[config.mk]
export PLATFORM = sky130hd
export DESIGN_NAME = vtg_top
export DESIGN_NICKNAME = d
export VERILOG_FILES = /design/src/rtl/vtg_pkg.sv /design/src/rtl/vtg_cfg_regs.sv /design/src/rtl/vtg_vsync_in.sv /design/src/rtl/vtg_timer.sv /design/src/rtl/vtg_top.sv
export SDC_FILE = /design/constraint.sdc
export NUM_CORES = 1
export LEC_CHECK = 0
export BUFFER_PORTS_ARGS = -buffer_cell sky130_fd_sc_hd__buf_2
export CORE_MARGIN = 10
export CORE_UTILIZATION = 45
export CTS_BUF_LIST = sky130_fd_sc_hd__clkbuf_2 sky130_fd_sc_hd__clkbuf_4 sky130_fd_sc_hd__clkbuf_8
export DETAILED_ROUTE_END_ITERATION = 8
export PLACE_DENSITY = 0.59
export REMOVE_ABC_BUFFERS = 1
export SETUP_SLACK_MARGIN = 0.3
export SLEW_MARGIN = 20
export SYNTH_ARGS = -nofsm -noshare
export SYNTH_HDL_FRONTEND = slang
export SYNTH_SLANG_ARGS = --single-unit
[constraint.sdc]
create_clock -name clk -period 3.2 [get_ports clk]
set_input_delay 0.16 -clock clk [delete_from_list [all_inputs] [get_ports clk]]
set_output_delay 0.16 -clock clk [all_outputs]
set_load 0.1 [all_outputs]
[src/rtl/vtg_pkg.sv]
package vtg_pkg;

    localparam int unsigned CNT_W  = 12;
    localparam int unsigned ADDR_W = 4;

    typedef logic [CNT_W-1:0] cnt_t;

    typedef enum logic [ADDR_W-1:0] {
        RA_LINE_TOT  = 4'd0,
        RA_HS_END    = 4'd1,
        RA_HB_START  = 4'd2,
        RA_HB_END    = 4'd3,
        RA_FRAME_TOT = 4'd4,
        RA_VS_END    = 4'd5,
        RA_VB_START  = 4'd6,
        RA_VB_END    = 4'd7,
        RA_LOCK_LINE = 4'd8,
        RA_CONTROL   = 4'd9
    } vtg_addr_e;

    typedef struct packed {
        cnt_t line_tot;
        cnt_t hs_end;
        cnt_t hb_start;
        cnt_t hb_end;
        cnt_t frame_tot;
        cnt_t vs_end;
        cnt_t vb_start;
        cnt_t vb_end;
        cnt_t lock_line;
        logic master;
    } vtg_cfg_t;

    localparam vtg_cfg_t CFG_AT_RESET = '{
        line_tot:  cnt_t'(19),
        hs_end:    cnt_t'(3),
        hb_start:  cnt_t'(16),
        hb_end:    cnt_t'(2),
        frame_tot: cnt_t'(11),
        vs_end:    cnt_t'(2),
        vb_start:  cnt_t'(10),
        vb_end:    cnt_t'(1),
        lock_line: cnt_t'(5),
        master:    1'b0
    };

    // Wrap-aware window test: [lo, hi) when lo <= hi, otherwise c >= lo or c < hi.
    function automatic logic in_win(cnt_t c, cnt_t lo, cnt_t hi);
        if (lo <= hi) begin
            return (c >= lo) && (c < hi);
        end
        return (c >= lo) || (c < hi);
    endfunction

endpackage

[src/rtl/vtg_cfg_regs.sv]
module vtg_cfg_regs
    import vtg_pkg::*;
#(
    parameter vtg_cfg_t RESET_CFG = CFG_AT_RESET
) (
    input  logic              clk,
    input  logic              rst,
    input  logic              wr_en,
    input  logic [ADDR_W-1:0] wr_addr,
    input  cnt_t              wr_data,
    input  logic              frame_load,
    output vtg_cfg_t          cfg_act
);

    vtg_cfg_t shadow;

    always_ff @(posedge clk) begin
        if (rst) begin
            shadow <= RESET_CFG;
        end else if (wr_en) begin
            case (vtg_addr_e'(wr_addr))
                RA_LINE_TOT:  shadow.line_tot  <= wr_data;
                RA_HS_END:    shadow.hs_end    <= wr_data;
                RA_HB_START:  shadow.hb_start  <= wr_data;
                RA_HB_END:    shadow.hb_end    <= wr_data;
                RA_FRAME_TOT: shadow.frame_tot <= wr_data;
                RA_VS_END:    shadow.vs_end    <= wr_data;
                RA_VB_START:  shadow.vb_start  <= wr_data;
                RA_VB_END:    shadow.vb_end    <= wr_data;
                RA_LOCK_LINE: shadow.lock_line <= wr_data;
                RA_CONTROL:   shadow.master    <= wr_data[0];
                default:      ;
            endcase
        end
    end

    always_ff @(posedge clk) begin
        if (rst) begin
            cfg_act <= RESET_CFG;
        end else if (frame_load) begin
            cfg_act <= shadow;
        end
    end

endmodule

[src/rtl/vtg_vsync_in.sv]
module vtg_vsync_in #(
    parameter int unsigned SYNC_STAGES = 2
) (
    input  logic clk,
    input  logic rst,
    input  logic vsync_async,
    output logic fall_det
);

    logic [SYNC_STAGES:0] pipe;

    always_ff @(posedge clk) begin
        if (rst) begin
            pipe <= '1;
        end else begin
            pipe <= {pipe[SYNC_STAGES-1:0], vsync_async};
        end
    end

    // Last synchronized level high, new synchronized level low.
    assign fall_det = pipe[SYNC_STAGES] & ~pipe[SYNC_STAGES-1];

endmodule

[src/rtl/vtg_timer.sv]
module vtg_timer
    import vtg_pkg::*;
(
    input  logic clk,
    input  logic rst,
    input  cnt_t line_tot,
    input  cnt_t frame_tot,
    input  cnt_t lock_line,
    input  logic master,
    input  logic ext_fall,
    output cnt_t h_cnt,
    output cnt_t v_cnt,
    output logic lock_pend,
    output logic frame_load
);

    logic line_end;
    logic trig;
    cnt_t v_next;

    assign line_end = (h_cnt == line_tot);
    assign trig     = ext_fall & ~master;

    always_comb begin
        v_next = v_cnt;
        if (line_end) begin
            if (lock_pend) begin
                v_next = lock_line;
            end else if (v_cnt == frame_tot) begin
                v_next = '0;
            end else begin
                v_next = v_cnt + cnt_t'(1);
            end
        end
    end

    assign frame_load = line_end && (v_next == '0);

    always_ff @(posedge clk) begin
        if (rst) begin
            h_cnt     <= '0;
            v_cnt     <= '0;
            lock_pend <= 1'b0;
        end else begin
            v_cnt <= v_next;
            if (line_end) begin
                h_cnt     <= '0;
                lock_pend <= trig;
            end else begin
                h_cnt     <= h_cnt + cnt_t'(1);
                lock_pend <= lock_pend | trig;
            end
        end
    end

endmodule

[src/rtl/vtg_top.sv]
module vtg_top
    import vtg_pkg::*;
#(
    parameter vtg_cfg_t RESET_CFG = CFG_AT_RESET
) (
    input  logic              clk,
    input  logic              rst,
    input  logic              wr_en,
    input  logic [ADDR_W-1:0] wr_addr,
    input  logic [CNT_W-1:0]  wr_data,
    input  logic              vsync_i,
    output logic              vsync_o,
    output logic              vsync_oe,
    output logic              hsync_n,
    output logic              hblank_n,
    output logic              vblank_n
);

    vtg_cfg_t cfg_act;
    cnt_t     h_cnt;
    cnt_t     v_cnt;
    logic     ext_fall;
    logic     lock_pend;
    logic     frame_load;

    vtg_cfg_regs #(.RESET_CFG(RESET_CFG)) u_regs (
        .clk        (clk),
        .rst        (rst),
        .wr_en      (wr_en),
        .wr_addr    (wr_addr),
        .wr_data    (wr_data),
        .frame_load (frame_load),
        .cfg_act    (cfg_act)
    );

    vtg_vsync_in #(.SYNC_STAGES(2)) u_sync (
        .clk         (clk),
        .rst         (rst),
        .vsync_async (vsync_i),
        .fall_det    (ext_fall)
    );

    vtg_timer u_timer (
        .clk        (clk),
        .rst        (rst),
        .line_tot   (cfg_act.line_tot),
        .frame_tot  (cfg_act.frame_tot),
        .lock_line  (cfg_act.lock_line),
        .master     (cfg_act.master),
        .ext_fall   (ext_fall),
        .h_cnt      (h_cnt),
        .v_cnt      (v_cnt),
        .lock_pend  (lock_pend),
        .frame_load (frame_load)
    );

    always_ff @(posedge clk) begin
        if (rst) begin
            hsync_n  <= 1'b1;
            hblank_n <= 1'b1;
            vblank_n <= 1'b1;
            vsync_o  <= 1'b1;
            vsync_oe <= 1'b0;
        end else begin
            hsync_n  <= ~in_win(h_cnt, '0, cfg_act.hs_end);
            hblank_n <= ~in_win(h_cnt, cfg_act.hb_start, cfg_act.hb_end);
            vblank_n <= ~in_win(v_cnt, cfg_act.vb_start, cfg_act.vb_end);
            vsync_o  <= ~(cfg_act.master & in_win(v_cnt, '0, cfg_act.vs_end));
            vsync_oe <= cfg_act.master;
        end
    end

endmodule

**Word-level counts from Yosys, hierarchy flattened**

Index checks and enable logic that the tools add are counted.

- Add/subtract/negate cells: 2
- Multiply operators: 0
- Div/mod/pow operators: 0
- Order comparisons: 12
- Equal/unequal tests: 11
- Shift operators: 0
- Multiplexer cells: 24
- Bitwise logic cells: 10
- Reduce and logical (&&, ||, !) cells: 22

Operator list:

| kind | count |
|---|---|
| $lt 12x12->1 | 4 |
| $mux 12 | 3 |
| $add 12x1->12 const B | 2 |
| $eq 12x12->1 | 2 |
| $ge 12x1->1 const B | 2 |
| $ge 12x12->1 | 2 |
| $le 1x12->1 const A | 2 |
| $le 12x12->1 | 2 |
| $mux 1 | 21 |
| $reduce_and 2->1 | 10 |
| $eq 4x3->1 const B | 4 |
| $logic_not 12->1 | 1 |
| $eq 4x2->1 const B | 2 |
| $eq 4x4->1 const B | 2 |
| $not 1->1 | 6 |
| $logic_and 1x1->1 | 5 |
| $eq 4x1->1 const B | 1 |
| $logic_not 4->1 | 1 |
| $logic_or 1x1->1 | 4 |
| $and 1x1->1 | 3 |
| $reduce_or 2->1 | 1 |
| $or 1x1->1 | 1 |

- Flip-flop bits (word level): 251
- Latch bits: 0
- Bits in writable memories: 0
- ROM bits: 0
- Word-level logic and storage cells: 110
- Memories: 0

**Depth between registers and ports, before layout**

Gate-level depths: netlist of the first run.

- Depth after elaboration: 7
- Gate-level depth with buffers: 13

**Cells and area by module**

Synthesis of the first run repeated with hierarchy kept, for this count alone.

- Cells, all modules: 1251
- Area total of the unflattened synthesis: 12192.9 um^2

By module, submodules not included:

| module | times used | cells an instance | area an instance (um^2) | sequential area each (um^2) |
|---|---|---|---|---|
| vtg_cfg_regs | 1 | 744 | 8141.6 | 4364.2 |
| vtg_top | 1 | 303 | 2393.5 | 100.1 |
| vtg_timer | 1 | 197 | 1572.8 | 500.5 |
| vtg_vsync_in | 1 | 7 | 85.1 | 60.1 |

**Worst setup path after synthesis of the first run**

Ideal clock, no wire load.

- Path type: reg-to-reg
- Start point: reg u_timer.h_cnt[2]
- End point: reg, netlist name u_regs.cfg_act[100]
- Data arrival time: 2527 ps
- Data required time: 3128 ps
- Path slack: 601 ps
- Stages on the path, launching flop included: 13
- Path buffers: 5
- Clock period less this slack: 2599 ps
- Cells stage by stage: dfxtp_1 -> clkbuf_1 -> xnor2_1 -> nand4_1 -> nor3_2 -> clkbuf_1 -> o311a_1 -> nand4_1 -> nor3_1 -> buf_4 -> buf_6 -> buf_8 -> mux2i_1

- Cells in the longest elaborated chain, start to end: 4

RTL lines:

| item | line | source |
|---|---|---|
| start, declared | vtg_timer.sv:11 | `output cnt_t h_cnt,` |
| start signal, assigned | vtg_timer.sv:50 | `h_cnt <= h_cnt + cnt_t'(1);` |
| $eq 12x12->1 * | vtg_timer.sv:21 | `assign line_end = (h_cnt == line_tot);` |
| $mux 12 | vtg_timer.sv:26 | `if (line_end) begin` |
| $logic_not 12->1 | vtg_timer.sv:37 | `assign frame_load = line_end && (v_next == '0);` |
| $logic_and 1x1->1 * | vtg_timer.sv:37 |  |

Mark *: on every way between the ends. The rest lies on a longest branch, timed or not.
A chain may end at the register's enable or synchronous reset.

**Final worst setup path of the first run**

- Start point: reg, netlist name u_regs.cfg_act[51]
- End point: reg, netlist name u_regs.cfg_act[80]

- Cells in the longest elaborated chain, start to end: 6

RTL lines:

| item | line | source |
|---|---|---|
| $eq 12x12->1 | vtg_timer.sv:29 | `end else if (v_cnt == frame_tot) begin` |
| $mux 12 | vtg_timer.sv:29 |  |
| $mux 12 | vtg_timer.sv:27 | `if (lock_pend) begin` |
| $mux 12 | vtg_timer.sv:26 |  |
| $logic_not 12->1 | vtg_timer.sv:37 |  |
| $logic_and 1x1->1 | vtg_timer.sv:37 |  |

No other way between the ends.

==> results_dict.tcl, run 1 <==
set metrics [dict create \
    status "complete, no violations" \
    ys_seq_elements 251 \
    regArea_um2 5030 \
    cts_tree "done" \
    max_freq_ghz 0.357 \
    antenna_left 0 \
    grt_max_degree 124 \
    startpoint_type "flop" \
    p_per_area_nw_per_um2 449 \
    drive_gt1_frac 0.103 \
    die_w_um 187 \
    ff2ff_path_depth 11 \
    antenna_found_initial 0 \
    dr.pass1.iters 5 \
    io_buffers 24 \
    sw_frac_of_total 0.236 \
    critPathCaptureType "flop" \
    track_usage 0.171 \
    diodes 0 \
    cts_buffer_depth 3 \
    dpl_cell_area_um2 13200 \
    fillers 2634 \
    detail_route.wl_per_cell_um 16.3 \
    num_io_pins 25 \
    maxSlewViolCount 0 \
    clk_pin_slew_ps 60 \
    crit_type "reg2reg" \
    drv_cap 0 \
    start_util 0.455 \
    cpMaxStageDelayCell "dfxtp_1" \
    setup_violations 0 \
    seq_area_frac_synth 0.398 \
    cts_root_buf "clkbuf_8" \
    switchingPower_mw 1.50 \
    overflow 0 \
    syn_inst 1410 \
    critical-path-top-delay-family "simple AND/OR/NAND/NOR gates" \
    tightest_slew_ps 877 \
    path_cells "xnor2_1 > nand4_1 > o31ai_4 > buf_6 > o21ai_0 > a22oi_1 > nand4_1 > nor3_4 > buf_6 > buf_16 > mux2i_1" \
    holdPathStages 3 \
    fin_crit_ps 2800 \
    row_count 61 \
    grt_pass1_wl_mm 49.4 \
    synth-main-ff-cell "dfxtp_1" \
    timing.setup.tns_ps 0 \
    remaining_drc_errors 0 \
    wl_mm 30.1 \
    path_depth 11 \
    final_cell_area_um2 14200 \
    htreeDepth 2 \
    period_share 0.874 \
    async_flop_share 0 \
    ir_drop_mv 0.280 \
    p_int_mw 4.86 \
    multi_input_area_um2 6910 \
    clock_latency_ps 560 \
    skew_ps 31.6 \
    required_ps 3680 \
    sequentialPowerShare 0.499 \
    grt_pass1_vias 9171 \
    core_um2 27700 \
    cts.sinks 251 \
    comb_power_share 0.052 \
    final_nets 1552 \
    drt_iter0_drc 502 \
    dp_hpwl_mm 19.6 \
    min_path_type "in2reg" \
    cts_buffers 43 \
    synth_warnings 0 \
    rsz0062_at_grt "no" \
    p_leak_nw 5.37 \
    gp_congestion 0.865 \
    synth_edf_count 0 \
    worst_ep_arrival_time_ps 3270 \
    hold_violations 0 \
    fp.dieH_um 187 \
    hold_ws_ps 19.9 \
    crit_fanout 25 \
    ys_types 54 \
    clkPwrFrac 0.449 \
    slew_headroom 0.414 \
    dieArea_um2 35100 \
    vias_per_cell 5.05 \
    slowest_delay_ps 310 \
    cp_num_buf_inv 3 \
    totalPowerFinal_mw 6.36 \
    synth.avg_cell_area_um2 8.95 \
    netlist_area_um2 12600 \
    syn_to_final_growth_pct 12.2 \
    vias 9317 \
]
==> power groups by stage <==
stage | sequential [mW] | clock [mW] | combinational [mW]
3_5_place_dp | 3.24 | 0 | 0.333
4_1_cts | 3.17 | 2.95 | 0.336
2_1_floorplan | 3.27 | 0 | 0.133
3_3_place_gp | 3.24 | 0 | 0.329
5_1_grt | 3.17 | 3.09 | 0.362
6_report | 3.17 | 2.85 | 0.333
==> per-layer routing <==
metal | vias to the layer above | global-route usage | wire length [um]
met3 | 28 | 0.0293 | 1330
met2 | 172 | 0.268 | 13400
met5 | - | 0 | 0
met4 | 0 | 0.0394 | 365
li1 | 4769 | - | -
met1 | 4348 | 0.239 | 15000
==> cells in the final DEF (no fill, tap or decap), types with 7 or more instances in the layout <==
| cell type | n |
|---|---|
| dfxtp_1 | 250 |
| nand2b_1 | 196 |
| mux2i_1 | 158 |
| nor2_1 | 125 |
| nand2_1 | 124 |
| ha_1 | 94 |
| inv_1 | 83 |
| a21oi_1 | 64 |
| clkbuf_8 | 48 |
| buf_4 | 31 |
| o21ai_0 | 26 |
| xnor2_1 | 25 |
| buf_2 | 23 |
| a21o_1 | 21 |
| clkbuf_4 | 21 |
| nand4_1 | 18 |
| nand3_1 | 16 |
| nand3b_1 | 12 |
| and3_1 | 11 |
| a211o_1 | 9 |
| o21a_1 | 9 |
| nor2b_1 | 8 |
| xor2_1 | 7 |
| a22oi_1 | 7 |
==> sequential cells by signal, summed over array words and instances (netlist names) <==
register,cells
u_timer.h_cnt,12
u_sync.pipe,3
u_regs.shadow,109
vsync_oe,1
hblank_n,1
u_regs.cfg_act,109
u_timer.lock_pend,1
vblank_n,1
vsync_o,1
u_timer.v_cnt,12
hsync_n,1
==> cell type report <==
type | instances | share of cell area
multi-input cells | 991 | 0.488
flip-flops and latches | 251 | 0.355
clock buffers | 68 | 0.0568
repair buffers | 68 | 0.0420
well taps | 378 | 0.0334
inverters | 83 | 0.0220
clock inverters | 5 | 0.00230
==> path summary, 6_finish.rpt <==
kind | startpoint | endpoint | slack, ps
max | u_regs.cfg_act[51]$_SDFFE_PP0P_ | u_regs.cfg_act[80]$_SDFFE_PP0P_ | 400
min | wr_data[2] | u_regs.shadow[99]$_SDFFE_PP0P_ | 20
max reg2reg | u_regs.cfg_act[51]$_SDFFE_PP0P_ | u_regs.cfg_act[80]$_SDFFE_PP0P_ | 400
min reg2reg | u_sync.pipe[0]$_SDFF_PP1_ | u_sync.pipe[1]$_SDFF_PP1_ | 390
==> timing repair <==
action	4_1_cts	5_1_grt
gates resized for setup	0	8
hold buffers	3	0
buffers inserted	0	1
hold endpoints to repair	6	0
endpoints found under the setup margin	0	66
==> cell usage after synthesis, drive strengths merged (2+ instances only) <==
cell | instances | share of area
nor2 | 126 | 0.037
nand2 | 124 | 0.037
xnor2 | 26 | 0.019
and3 | 11 | 0.0055
nand3 | 16 | 0.0063
o221ai | 3 | 0.0021
nand4 | 18 | 0.0089
nand3b | 12 | 0.0071
o21a | 9 | 0.0054
clkbuf | 67 | 0.020
a21boi | 2 | 0.0012
nor3b | 2 | 0.0012
nor2b | 8 | 0.0040
a22oi | 8 | 0.0048
o211ai | 5 | 0.0030
or3 | 3 | 0.0015
nand2b | 196 | 0.097
a2111oi | 2 | 0.0014
xor2 | 7 | 0.0049
ha | 94 | 0.093
dfxtp | 251 | 0.40
o41ai | 3 | 0.0021
a21o | 21 | 0.012
a21oi | 64 | 0.025
o31ai | 6 | 0.0047
o21ai | 28 | 0.011
a211o | 9 | 0.0062
o211a | 2 | 0.0016
or2 | 5 | 0.0025
buf | 18 | 0.011
mux2i | 158 | 0.13
and4 | 3 | 0.0021
a211oi | 2 | 0.0012
inv | 83 | 0.025
nor3 | 7 | 0.0032
==> through the flow <==
step                std cells  utilization  setup WS (ps)
floorplan                1325            -         -10220
global placement         1766        0.477            397
detailed placement       1766        0.477            353
CTS                      1842        0.508            329
global route             1844        0.511            301
finish                   1844        0.511            402
==> kinds of logic after synthesis <==
| kind of cell | count (synthesis) | synth area share |
|---|---|---|
| multiplexers | 158 | 0.125 |
| buffers and inverters | 168 | 0.0557 |
| AO/OA/AOI/OAI | 172 | 0.0881 |
| flip-flops | 251 | 0.398 |
| adder cells (fa/ha/maj) | 94 | 0.0932 |
| AND/OR/NAND/NOR | 534 | 0.216 |
| XOR/XNOR | 33 | 0.0235 |
==> worst reg2reg max path: stages, from the launching register on <==
cell and delay (ps):
dfxtp_1 310, xnor2_1 220, nand4_1 200, o31ai_4 280, buf_6 200, o21ai_0 110, a22oi_1 260, nand4_1 200
nor3_4 300, buf_6 210, buf_16 220, mux2i_1 220
(Power assumes the default switching activity.)
==> run 2, diff against run 1 <==
--- a/config.mk
+++ b/config.mk
@@ -10,6 +10,7 @@
 export CORE_UTILIZATION = 45
 export CTS_BUF_LIST = sky130_fd_sc_hd__clkbuf_2 sky130_fd_sc_hd__clkbuf_4 sky130_fd_sc_hd__clkbuf_8
 export DETAILED_ROUTE_END_ITERATION = 8
+export HOLD_SLACK_MARGIN = 0.08
 export PLACE_DENSITY = 0.59
 export REMOVE_ABC_BUFFERS = 1
 export SETUP_SLACK_MARGIN = 0.3
==> run 2 against run 1 <==
Net effect:
- routed wire length increased by 0.49%
- register-to-register slack is essentially flat
- sequential power is essentially flat
- clock power hardly changed
- via count increased by 0.45%
- die area did not move
- non-clock buffer count is 13 higher
- sequential share of layout area fell by 0.32 points
- maximum frequency up 0.30%
- clock-buffer cell count unchanged
- largest power group unchanged
==> results_dict.tcl, run 2 (synthesis gave the netlist of run 1 again) <==
set metrics [dict create \
    grt_max_degree 124 \
    comb_power_share 0.054 \
    hold_violations 0 \
    grt_pass1_vias 9237 \
    drive_gt1_frac 0.102 \
    maxSlewViolCount 0 \
    rsz0062_at_grt "no" \
    clk_pin_slew_ps 60 \
    sw_frac_of_total 0.236 \
    multi_input_area_um2 6910 \
    diodes 0 \
    regArea_um2 5030 \
    dp_hpwl_mm 19.6 \
    pre_cts_slack_ps 353 \
    worst_ep_arrival_time_ps 3270 \
    htreeDepth 2 \
    timing.setup.tns_ps 0 \
    detail_route.wl_per_cell_um 16.3 \
    tightest_slew_ps 873 \
    track_usage 0.171 \
    maxUsedRoutingLayer "met4" \
    sequentialPowerShare 0.497 \
    grt_pass1_wl_mm 49.7 \
    totalPowerFinal_mw 6.37 \
    worst_slack_ps 410 \
    crit_type "reg2reg" \
    antenna_left 0 \
    io_buffers 24 \
    final_nets 1565 \
    drt_iter0_drc 559 \
    met1_length_mm 15.2 \
    period_share 0.872 \
    core_um2 27700 \
    vias 9359 \
    cts_root_buf "clkbuf_8" \
    dieArea_um2 35100 \
    max_freq_ghz 0.358 \
    p_leak_nw 5.42 \
    cts_buffers 43 \
    wl_mm 30.3 \
    vias_per_cell 5.04 \
    hold_ws_ps 182 \
    num_io_pins 25 \
    final_common_cell "dfxtp_1" \
    gp_congestion 0.865 \
    die_w_um 187 \
    status "complete, no violations" \
    cts.sinks 251 \
    remaining_drc_errors 0 \
    cts_tree "done" \
    route.met3.wl_mm 1.30 \
    fillers 2623 \
    fp.dieH_um 187 \
    crit_fanout 25 \
    start_util 0.455 \
    cts_buffer_depth 3 \
    required_ps 3680 \
    layout_common_cells "250 x dfxtp_1, 196 x nand2b_1, 158 x mux2i_1, 125 x nor2_1, 124 x nand2_1" \
    setup_violations 0 \
    antenna_found_initial 0 \
    fin_crit_ps 2790 \
    skew_ps 33.5 \
    startpoint_type "flop" \
    overflow 0 \
    clkPwrFrac 0.448 \
    p_int_mw 4.87 \
    drv_cap 0 \
    min_path_type "in2reg" \
    final_util 0.516 \
    dr.pass1.iters 5 \
    row_count 61 \
    p_per_area_nw_per_um2 446 \
    largestRegisters "u_regs.cfg_act (109), u_regs.shadow (109)" \
    slew_headroom 0.417 \
    route.met2.wl_mm 13.5 \
    syn_to_final_growth_pct 13.2 \
    ir_drop_mv 0.281 \
    switchingPower_mw 1.50 \
    clock_latency_ps 560 \
    critPathCaptureType "flop" \
]
==> run 2: power groups by stage <==
stage	registers [mW]	clock network, mW	logic [mW]
floorplan	3.27	0	0.133
detailed placement	3.24	0	0.333
CTS	3.17	2.95	0.348
global placement	3.24	0	0.329
finish	3.17	2.86	0.346
global route	3.17	3.09	0.376
==> run 2: final timing paths <==
kind / start / endpoint / slack (ps) / cells past startpoint
worst max-delay path: u_regs.cfg_act[51]$_SDFFE_PP0P_ / u_regs.cfg_act[80]$_SDFFE_PP0P_ / 410 / 11
worst min register to register: u_sync.pipe[0]$_SDFF_PP1_ / u_sync.pipe[1]$_SDFF_PP1_ / 380 / 1
worst min-delay path: wr_addr[0] / u_regs.shadow[0]$_SDFFE_PP0P_ / 180 / 5
worst max register to register: u_regs.cfg_act[51]$_SDFFE_PP0P_ / u_regs.cfg_act[80]$_SDFFE_PP0P_ / 410 / 11
==> run 2: final cells by class <==
class / count / share of cell area
clock inverter: 5 / 0.00228
clock buffer: 68 / 0.0563
sequential: 251 / 0.352
multi-input combinational: 991 / 0.484
timing repair buffer: 81 / 0.0507
inverter: 83 / 0.0218
tap: 378 / 0.0331
==> run 2: through the flow <==
stage               cells  cell area (um^2)
global route         1857             14300
detailed placement   1766             13200
global placement     1766             13200
finish               1857             14300
floorplan            1325             12200
CTS                  1855             14200
==> run 2: critical path: stages, from the launching register on <==
cell     delay (ps)
dfxtp_1         310
xnor2_1         220
nand4_1         200
o31ai_4         280
buf_6           200
o31ai_1          90
a22oi_1         270
nand4_1         200
nor3_4          300
buf_6           210
buf_16          220
mux2i_1         200
==> run 2: what timing repair did <==
action / in CTS / in global routing
hold buffers: 16 / 0
hold endpoints to repair: 60 / 0
gates resized for setup: 0 / 8
setup endpoints to repair: 0 / 66
buffers inserted: 0 / 1
==> run 2: routing by layer <==
metal | vias up | global-route usage
met5 | - | 0
met2 | 167 | 0.269
met1 | 4377 | 0.240
met4 | 0 | 0.0394
li1 | 4791 | -
met3 | 24 | 0.0293
==> run 3, diff against run 2 <==
==> constraint.sdc (replaced) <==
create_clock -name clk -period 2.85 [get_ports clk]
set_input_delay 0.1425 -clock clk [delete_from_list [all_inputs] [get_ports clk]]
set_output_delay 0.1425 -clock clk [all_outputs]
set_load 0.1 [all_outputs]
==> run 3 against run 2 <==
Net effect:
- clock skew fell by 15 ps
- register-to-register slack lost 330 ps
- worst hold slack worse by 21 ps
- critical path type unchanged
- largest power group unchanged
- highest routed layer unchanged
==> results_dict.tcl, run 3 (synthesis gave the netlist of run 1 again) <==
set metrics [dict create \
    ir_drop_mv 0.359 \
    critPathCaptureType "flop" \
    row_count 61 \
    antenna_left 0 \
    path_cells "xnor2_2 > nand4_1 > o31ai_4 > buf_6 > o21ai_1 > a32oi_1 > nand4_1 > nor3_4 > buf_4 > buf_4 > buf_12 > mux2i_1" \
    final_common_cell "dfxtp_1" \
    cts_buffer_depth 3 \
    slew_headroom 0.448 \
    totalPowerFinal_mw 7.40 \
    vias_per_cell 5.04 \
    cp_num_buf_inv 4 \
    dpl_cell_area_um2 13300 \
    dr.pass1.iters 5 \
    p_leak_nw 5.60 \
    grt_max_degree 104 \
    htreeDepth 2 \
    startpoint_type "flop" \
    diodes 0 \
    layout_common_cells "244 x dfxtp_1, 196 x nand2b_1, 158 x mux2i_1, 125 x nor2_1, 124 x nand2_1" \
    tightest_slew_ps 829 \
    fillers 2564 \
    required_ps 3310 \
    overflow 0 \
    start_util 0.455 \
    fp.dieH_um 187 \
    grt_pass1_wl_mm 49.8 \
    wl_mm 30.4 \
    grt_pass1_vias 9327 \
    clock_latency_ps 560 \
    cts_tree "done" \
    max_freq_ghz 0.361 \
    rsz0062_at_grt "yes" \
    hold_ws_ps 161 \
    largestRegisters "u_regs.cfg_act (109), u_regs.shadow (109)" \
    dp_hpwl_mm 19.4 \
    cts_buffers 45 \
    slowest_delay_ps 370 \
    final_nets 1588 \
    remaining_drc_errors 0 \
    multi_input_area_um2 6930 \
    period_share 0.971 \
    clk_pin_slew_ps 60 \
    vias 9484 \
    num_io_pins 25 \
    io_buffers 24 \
    antenna_found_initial 0 \
    skew_ps 18.9 \
    min_path_type "in2reg" \
    drt_iter0_drc 652 \
    timing.setup.tns_ps 0 \
    crit_type "reg2reg" \
    p_per_area_nw_per_um2 506 \
    regArea_um2 5030 \
    crit_fanout 9 \
    setup_violations 0 \
    dieArea_um2 35100 \
    drv_cap 0 \
    final_cell_area_um2 14600 \
    gp_congestion 0.854 \
    fin_crit_ps 2770 \
    drive_gt1_frac 0.122 \
    cpMaxStageDelayCell "o31ai_4" \
    hold_violations 0 \
    worst_ep_arrival_time_ps 3230 \
    cts.sinks 251 \
    core_um2 27700 \
    die_w_um 187 \
    status "complete, no violations" \
    syn_to_final_growth_pct 16.1 \
    critical-path-top-delay-family "compound AO/OA/AOI/OAI gates" \
    maxSlewViolCount 0 \
    track_usage 0.172 \
    cts_root_buf "clkbuf_8" \
    detail_route.wl_per_cell_um 16.2 \
]
-- run 3: repair_timing --
item,4_1_cts,5_1_grt
cloned,5,0
hold buffers,17,0
buffers inserted,9,4
setup endpoints to repair,108,109
pin swaps,1,3
hold endpoints to repair,81,0
resized for setup,21,2
-- run 3: layout make-up --
type / count / area share
Timing Repair Buffer: 102 / 0.0666
Clock buffer: 70 / 0.0581
Sequential cell: 251 / 0.344
Inverter: 83 / 0.0213
Clock inverter: 8 / 0.00479
Multi-Input combinational cell: 991 / 0.473
Tap cell: 378 / 0.0323
-- run 3: per-stage QoR --
stage / utilization / setup WS [ps] / std cells
5_1_grt: 0.528 / -111 / 1883
2_1_floorplan: - / -10570 / 1325
3_3_place_gp: 0.479 / 188 / 1770
6_report: 0.528 / 83.2 / 1883
3_5_place_dp: 0.479 / 123 / 1770
4_1_cts: 0.527 / 171 / 1879
-- run 3: metal layers --
metal,global-route usage,vias to the layer above,part of all wire
met5,0,-,0
met4,0.0523,0,0.024
met3,0.0224,62,0.039
met2,0.268,172,0.43
met1,0.243,4405,0.50
li1,-,4845,-
-- run 3: path summary, 6_finish.rpt --
check | to | cells past startpoint | slack, ps | startpoint
max | u_regs.cfg_act[17]$_SDFFE_PP0P_ | 12 | 80 | u_regs.cfg_act[60]$_SDFFE_PP0P_
min | u_regs.shadow[0]$_SDFFE_PP0P_ | 5 | 160 | wr_addr[0]
max reg2reg | u_regs.cfg_act[17]$_SDFFE_PP0P_ | 12 | 80 | u_regs.cfg_act[60]$_SDFFE_PP0P_
min reg2reg | u_sync.pipe[1]$_SDFF_PP1_ | 1 | 410 | u_sync.pipe[0]$_SDFF_PP1_
-- run 3: tightest hold or removal path, stage by stage --
cell and delay (ps):
buf_2 180, nand2b_1 110, nor2_1 50, mux2i_1 110, nor2_1 70
-- run 3: where the power goes --
part / total [mW] / switching [mW] / internal, mW
combinational: 0.390 / 0.242 / 0.148
clock: 3.46 / 1.48 / 1.98
sequential: 3.56 / 0.0148 / 3.54
total: 7.40 / 1.73 / 5.67
